--- src/rtl/sp24_pkg.sv ---
// Shared constants for the two-of-four sparse engine.
// Assumes the group size and kept count are fixed by the sparsity pattern.
package sp24_pkg;
    localparam int GRP  = 4;
    localparam int KEEP = 2;
    localparam int IW   = $clog2(GRP);
    typedef logic [IW-1:0] pos_t;
endpackage

--- src/rtl/sp24_prune.sv ---
// Combinational magnitude pruner: ranks the four elements of a group by
// absolute value (lower position wins a tie) and returns the two best,
// ordered by ascending position. Assumes two's-complement elements.
module sp24_prune
    import sp24_pkg::*;
#(
    parameter int EW = 8
) (
    input  logic [GRP*EW-1:0]  grp,
    output logic [KEEP*EW-1:0] vals,
    output logic [KEEP*IW-1:0] idx
);
    localparam int MW = EW + 1;

    logic [MW-1:0] mag  [GRP];
    logic [GRP-1:0] keep;

    genvar gi;
    generate
        for (gi = 0; gi < GRP; gi++) begin : g_rank
            logic signed [MW-1:0] ext;
            logic [GRP-1:0]       beaten;
            // absolute value, widened so the most negative input fits
            always_comb begin
                ext     = MW'($signed(grp[gi*EW +: EW]));
                mag[gi] = ext[MW-1] ? MW'(-ext) : MW'(ext);
            end
            // mark every element that outranks this one
            always_comb begin
                for (int j = 0; j < GRP; j++) begin
                    if (j < gi) beaten[j] = (mag[j] >= mag[gi]);
                    else if (j > gi) beaten[j] = (mag[j] > mag[gi]);
                    else beaten[j] = 1'b0;
                end
                keep[gi] = ($countones(beaten) < KEEP);
            end
        end
    endgenerate

    pos_t lo_pos, hi_pos;
    logic found;

    // pick lowest and highest kept positions
    always_comb begin
        lo_pos = '0;
        hi_pos = '0;
        found  = 1'b0;
        for (int i = 0; i < GRP; i++) begin
            if (keep[i]) begin
                if (!found) begin
                    lo_pos = pos_t'(i);
                    found  = 1'b1;
                end
                hi_pos = pos_t'(i);
            end
        end
    end

    // gather values for the chosen positions
    always_comb begin
        idx  = {hi_pos, lo_pos};
        vals = {grp[hi_pos*EW +: EW], grp[lo_pos*EW +: EW]};
    end
endmodule

--- src/rtl/sp24_stage.sv ---
// One-deep valid/ready register for the compressed stream. Takes a new
// entry whenever it is empty or its content is being taken in the same
// cycle. Assumes the upstream holds data stable while not accepted.
module sp24_stage
    import sp24_pkg::*;
#(
    parameter int EW = 8
) (
    input  logic               clk,
    input  logic               rst_n,
    input  logic               in_valid,
    output logic               in_ready,
    input  logic [KEEP*EW-1:0] in_vals,
    input  logic [KEEP*IW-1:0] in_idx,
    output logic               out_valid,
    input  logic               out_ready,
    output logic [KEEP*EW-1:0] out_vals,
    output logic [KEEP*IW-1:0] out_idx
);
    // room when empty or draining this cycle
    assign in_ready = !out_valid || out_ready;

    // occupancy flag
    always_ff @(posedge clk) begin
        if (!rst_n) out_valid <= 1'b0;
        else if (in_ready) out_valid <= in_valid;
    end

    // payload capture
    always_ff @(posedge clk) begin
        if (!rst_n) begin
            out_vals <= '0;
            out_idx  <= '0;
        end else if (in_ready && in_valid) begin
            out_vals <= in_vals;
            out_idx  <= in_idx;
        end
    end


    idx_order_chk: assert property (@(posedge clk) disable iff (!rst_n)
        out_valid |-> (out_idx[IW-1:0] < out_idx[2*IW-1:IW]));


    hold_stable_chk: assert property (@(posedge clk) disable iff (!rst_n)
        (out_valid && !out_ready) |=> (out_valid && $stable(out_vals) && $stable(out_idx)));


    stall_ready_chk: assert property (@(posedge clk) disable iff (!rst_n)
        (out_valid && !out_ready) |-> !in_ready);
endmodule

--- src/rtl/sp24_dot.sv ---
// Index-select multiply-accumulate: each stored position picks one of the
// four dense activations, two products are summed and added to a wrapping
// signed accumulator. Assumes ACCW holds at least one product sum.
module sp24_dot
    import sp24_pkg::*;
#(
    parameter int EW   = 8,
    parameter int ACCW = 32
) (
    input  logic               clk,
    input  logic               rst_n,
    input  logic               m_valid,
    input  logic               m_clear,
    input  logic [KEEP*EW-1:0] m_vals,
    input  logic [KEEP*IW-1:0] m_idx,
    input  logic [GRP*EW-1:0]  m_act,
    output logic [ACCW-1:0]    acc
);
    localparam int PW = 2 * EW;

    logic signed [ACCW-1:0] term [KEEP];
    logic signed [ACCW-1:0] grp_sum;

    genvar gk;
    generate
        for (gk = 0; gk < KEEP; gk++) begin : g_lane
            pos_t                 pos;
            logic signed [EW-1:0] wv, av;
            logic signed [PW-1:0] prod;
            // select activation by stored position and multiply
            always_comb begin
                pos     = m_idx[gk*IW +: IW];
                wv      = $signed(m_vals[gk*EW +: EW]);
                av      = $signed(m_act[pos*EW +: EW]);
                prod    = wv * av;
                term[gk] = ACCW'(prod);
            end
        end
    endgenerate

    // sum the lane products
    always_comb begin
        grp_sum = '0;
        for (int k = 0; k < KEEP; k++) grp_sum = grp_sum + term[k];
    end

    // accumulator update with clear priority
    always_ff @(posedge clk) begin
        if (!rst_n) acc <= '0;
        else if (m_clear) acc <= m_valid ? grp_sum : '0;
        else if (m_valid) acc <= acc + grp_sum;
    end


    clear_zero_chk: assert property (@(posedge clk) disable iff (!rst_n)
        (m_clear && !m_valid) |=> (acc == '0));


    acc_hold_chk: assert property (@(posedge clk) disable iff (!rst_n)
        (!m_clear && !m_valid) |=> $stable(acc));
endmodule

--- src/rtl/sp24_engine.sv ---
// Top of the two-of-four sparse engine: a pruning compressor feeding a
// one-deep output register, and an independent index-select MAC.
// Assumes synchronous active-low reset and valid/ready on both streams.
module sp24_engine
    import sp24_pkg::*;
#(
    parameter int EW   = 8,
    parameter int ACCW = 32
) (
    input  logic               clk,
    input  logic               rst_n,
    input  logic               w_valid,
    output logic               w_ready,
    input  logic [GRP*EW-1:0]  w_data,
    output logic               c_valid,
    input  logic               c_ready,
    output logic [KEEP*EW-1:0] c_vals,
    output logic [KEEP*IW-1:0] c_idx,
    input  logic               m_valid,
    output logic               m_ready,
    input  logic               m_clear,
    input  logic [KEEP*EW-1:0] m_vals,
    input  logic [KEEP*IW-1:0] m_idx,
    input  logic [GRP*EW-1:0]  m_act,
    output logic [ACCW-1:0]    acc
);
    logic [KEEP*EW-1:0] pr_vals;
    logic [KEEP*IW-1:0] pr_idx;

    sp24_prune #(.EW(EW)) u_prune (
        .grp  (w_data),
        .vals (pr_vals),
        .idx  (pr_idx)
    );

    sp24_stage #(.EW(EW)) u_stage (
        .clk       (clk),
        .rst_n     (rst_n),
        .in_valid  (w_valid),
        .in_ready  (w_ready),
        .in_vals   (pr_vals),
        .in_idx    (pr_idx),
        .out_valid (c_valid),
        .out_ready (c_ready),
        .out_vals  (c_vals),
        .out_idx   (c_idx)
    );

    // MAC accepts every cycle
    assign m_ready = 1'b1;

    sp24_dot #(.EW(EW), .ACCW(ACCW)) u_dot (
        .clk     (clk),
        .rst_n   (rst_n),
        .m_valid (m_valid),
        .m_clear (m_clear),
        .m_vals  (m_vals),
        .m_idx   (m_idx),
        .m_act   (m_act),
        .acc     (acc)
    );


    reset_idle_chk: assert property (@(posedge clk)
        $past(!rst_n) |-> (!c_valid && acc == '0));
endmodule

--- config.mk ---
export PLATFORM = sky130hd
export DESIGN_NAME = sp24_engine
export DESIGN_NICKNAME = d
export VERILOG_FILES = /design/src/rtl/sp24_pkg.sv /design/src/rtl/sp24_prune.sv /design/src/rtl/sp24_stage.sv /design/src/rtl/sp24_dot.sv /design/src/rtl/sp24_engine.sv
export SDC_FILE = /design/constraint.sdc
export NUM_CORES = 1
export LEC_CHECK = 0
export CORE_ASPECT_RATIO = 0.7
export CORE_MARGIN = 5
export CORE_UTILIZATION = 55
export CTS_BUF_LIST = sky130_fd_sc_hd__clkbuf_4 sky130_fd_sc_hd__clkbuf_8
export DETAILED_ROUTE_END_ITERATION = 16
export PLACE_DENSITY = 0.89
export SLEW_MARGIN = 20
export SYNTH_ARGS = -nofsm -noshare
export SYNTH_HDL_FRONTEND = slang
export SYNTH_SLANG_ARGS = --single-unit
--- constraint.sdc ---
create_clock -name clk -period 37.3 [get_ports clk]
set_clock_uncertainty 0.05 [all_clocks]
set_input_delay 11.19 -clock clk [delete_from_list [all_inputs] [get_ports clk]]
set_output_delay 11.19 -clock clk [all_outputs]
set_load 0.1 [all_outputs]
==> results.ini <==
[clocking]
postCtsHoldBufs = 0
cts_tree = done
clkTransAtPathRegs_ns = 0.10
clockBufferDepth = 2
clock_latency_ns = 0.36
numCtsBuffers = 5
cts-root-buf = clkbuf_8
ctsResizeCount = 0
htree_levels = 2
post-cts-setup-buffers = 0
clock-sinks = 53

[layout]
fillCellCount = 1738
layout.nets = 1887
drive_above_1_share_pct = 4.443
post-route-util_pct = 63.88
multi_input_area_sq_mm = 0.009952
synthToLayoutAreaGrowth_pct = 15.12
regArea_sq_mm = 0.001061
diodes = 0
finalNonFillerCells = 1790

[global_routing]
grt_pass1_wl_mm = 53.36
grt_max_degree = 33
gr-total-overflow = 0
first_global_vias = 11050
antenna_found_initial = 0
grt_usage_pct = 26.15

[sta]
worstMarginPinSlew_ns = 1.038
rsz0062_at_grt = no
finalSetupViolCount = 0
slew_headroom_pct = 30.58
setup_tns_ns = 0
final.min_clock_period_ns = 24.20
max_freq_mhz = 41.33
drv_slew = 0
final_hold_viol_count = 0
worst_hold_slack_ns = 0.4242
fin_crit_sh_pct = 64.87

[setup_path]
cp.required_ns = 26.06
arrival_ns = 12.96
worstSetupEndpointType = primary output
critPathMaxFanout = 4
rrSetupSlack_ns = 34.03
r2r_end = u_dot.acc[28]
crit_type = in2out
r2r_cells = 11
worstReg2RegStart = u_dot.acc[0]
start_kind = input pin

[logic_synthesis]
synth_area_sq_mm = 0.01194
ys_warn_count = 0
yosysTopAreaCell = fa_1
postSynthCellCount = 1373
synth_enable_flop_cells = 0
synth_cell_types = 82
ys_seq_area_share_pct = 8.890
async_flop_share_pct = 0
ys_seq_elements = 53
synth.top_cell.area_share_pct = 24.15
synth_flop_cell = dfxtp_1
syn_area_per_cell_sq_um = 8.693
synthTopCellsByArea = fa_1, ha_1, dfxtp_1, inv_1, and2_1

[run_status]
status = completed

[hold_path]
min-delay-start = u_stage.out_idx[0]
hold_path.class = reg2reg
holdPathStages = 2
hold_end = u_stage.out_idx[0]

[placement]
place_inst = 1782
gp_congestion = 0.9940
io_buffers = 143
dp_hpwl_mm = 27.08

[floorplan]
dieArea_sq_mm = 0.02479
dieHeight_microns = 133.3
start_util_pct = 55.49
pin_count = 145
num_rows = 45
coreArea_sq_mm = 0.02151
fp.dieW_microns = 186.1

[detailed_routing]
wirelength_mm = 32.20
drc = 0
drtIter0Drc = 887
routedWlPerCell_microns = 17.99
routed-via-count = 10600
drt_first_pass_iters = 6
ant_nets = 0
routed_via_density = 5.921

[flow_run]
maxCapViolCount = 0

logic make-up after synthesis:
family / after synthesis / share of synthesized area, %
buffers and inverters: 247 / 8.093
flip-flops: 53 / 8.890
AO/OA/AOI/OAI: 311 / 17.88
adder cells (fa/ha/maj): 290 / 39.46
multiplexers: 44 / 5.242
AND/OR/NAND/NOR: 362 / 15.52
XOR/XNOR: 64 / 4.854
other: 2 / 0.06292
synthesized netlist by cell type (13+ instances only):
library cell / count
a21o_1: 22
a21oi_1: 64
a31oi_1: 13
and2_1: 81
clkbuf_1: 24
dfxtp_1: 53
fa_1: 144
ha_1: 146
inv_1: 212
mux2i_1: 22
mux4_2: 14
nand2_1: 107
nand3_1: 17
nor2_1: 65
nor3_1: 15
o21a_1: 42
o21ai_0: 74
xnor2_1: 50
xor2_1: 13
cell type report:
type                    instances  area share [%]
multi-input cells            1084           72.43
flip-flops and latches         53           7.722
repair buffers                149           10.75
clock buffers                   5          0.5009
well taps                     282           2.568
clock inverters                 3          0.1821
inverters                     214           5.846
critical path, stage by stage:
cell	delay (ns)
clkdlybuf4s50_1	0.46
nand2b_1	0.15
clkdlybuf4s50_1	1.15
routing by layer:
layer	wire length [microns]	track usage, %	vias up
met5	0	0	-
met4	527	4.773	0
met3	2815	5.486	66
met2	15310	43.89	458
met1	13540	35.35	5152
li1	-	-	4922
state kept, by name (all words and copies together) (netlist names):
name	cells
u_stage.out_idx	4
u_stage.out_vals	16
u_stage.out_valid	1
u_dot.acc	32
cells in the final DEF (no fill, tap or decap), types with 5 or more instances in the layout:
master / instances
o21a_1: 42
o21ai_0: 74
o221ai_1: 5
o211ai_1: 8
mux2i_1: 22
a31o_2: 5
clkdlybuf4s50_1: 143
o21bai_1: 5
nor2b_1: 9
ha_1: 146
xor2_1: 13
a222oi_1: 5
nand4_1: 12
o31ai_1: 8
a21o_1: 22
mux4_2: 14
buf_4: 6
nand2b_1: 12
fa_1: 144
nand3_1: 17
and2_1: 81
a21oi_1: 64
dfxtp_1: 53
xnor2_1: 50
a31oi_1: 13
and3_1: 9
nor2_1: 64
o21ai_1: 10
nor3_1: 15
or3_1: 12
a211oi_1: 8
a22oi_1: 11
conb_1: 13
mux2_2: 6
clkbuf_8: 5
nand2_1: 107
inv_1: 212
how the worst max path moves through the flow:
stage	startpoint	depth (start not counted)	slack, ns	end
2_1_floorplan	c_ready	1	14.07	w_ready
3_3_place_gp	c_ready	3	13.12	w_ready
3_5_place_dp	c_ready	3	13.10	w_ready
4_1_cts	c_ready	3	13.09	w_ready
5_1_grt	c_ready	3	13.08	w_ready
6_report	c_ready	3	13.10	w_ready
per-stage QoR:
step | cell area [sq um] | worst slack (ns)
3_3_place_gp | 13650 | 13.12
4_1_cts | 13740 | 13.09
6_report | 13740 | 13.10
3_5_place_dp | 13650 | 13.10
2_1_floorplan | 11980 | 14.07
5_1_grt | 13740 | 13.08
Power is left out: the tool's default activity adds up to more than one toggle a clock period on the data nets, which glitch-free logic cannot reach.
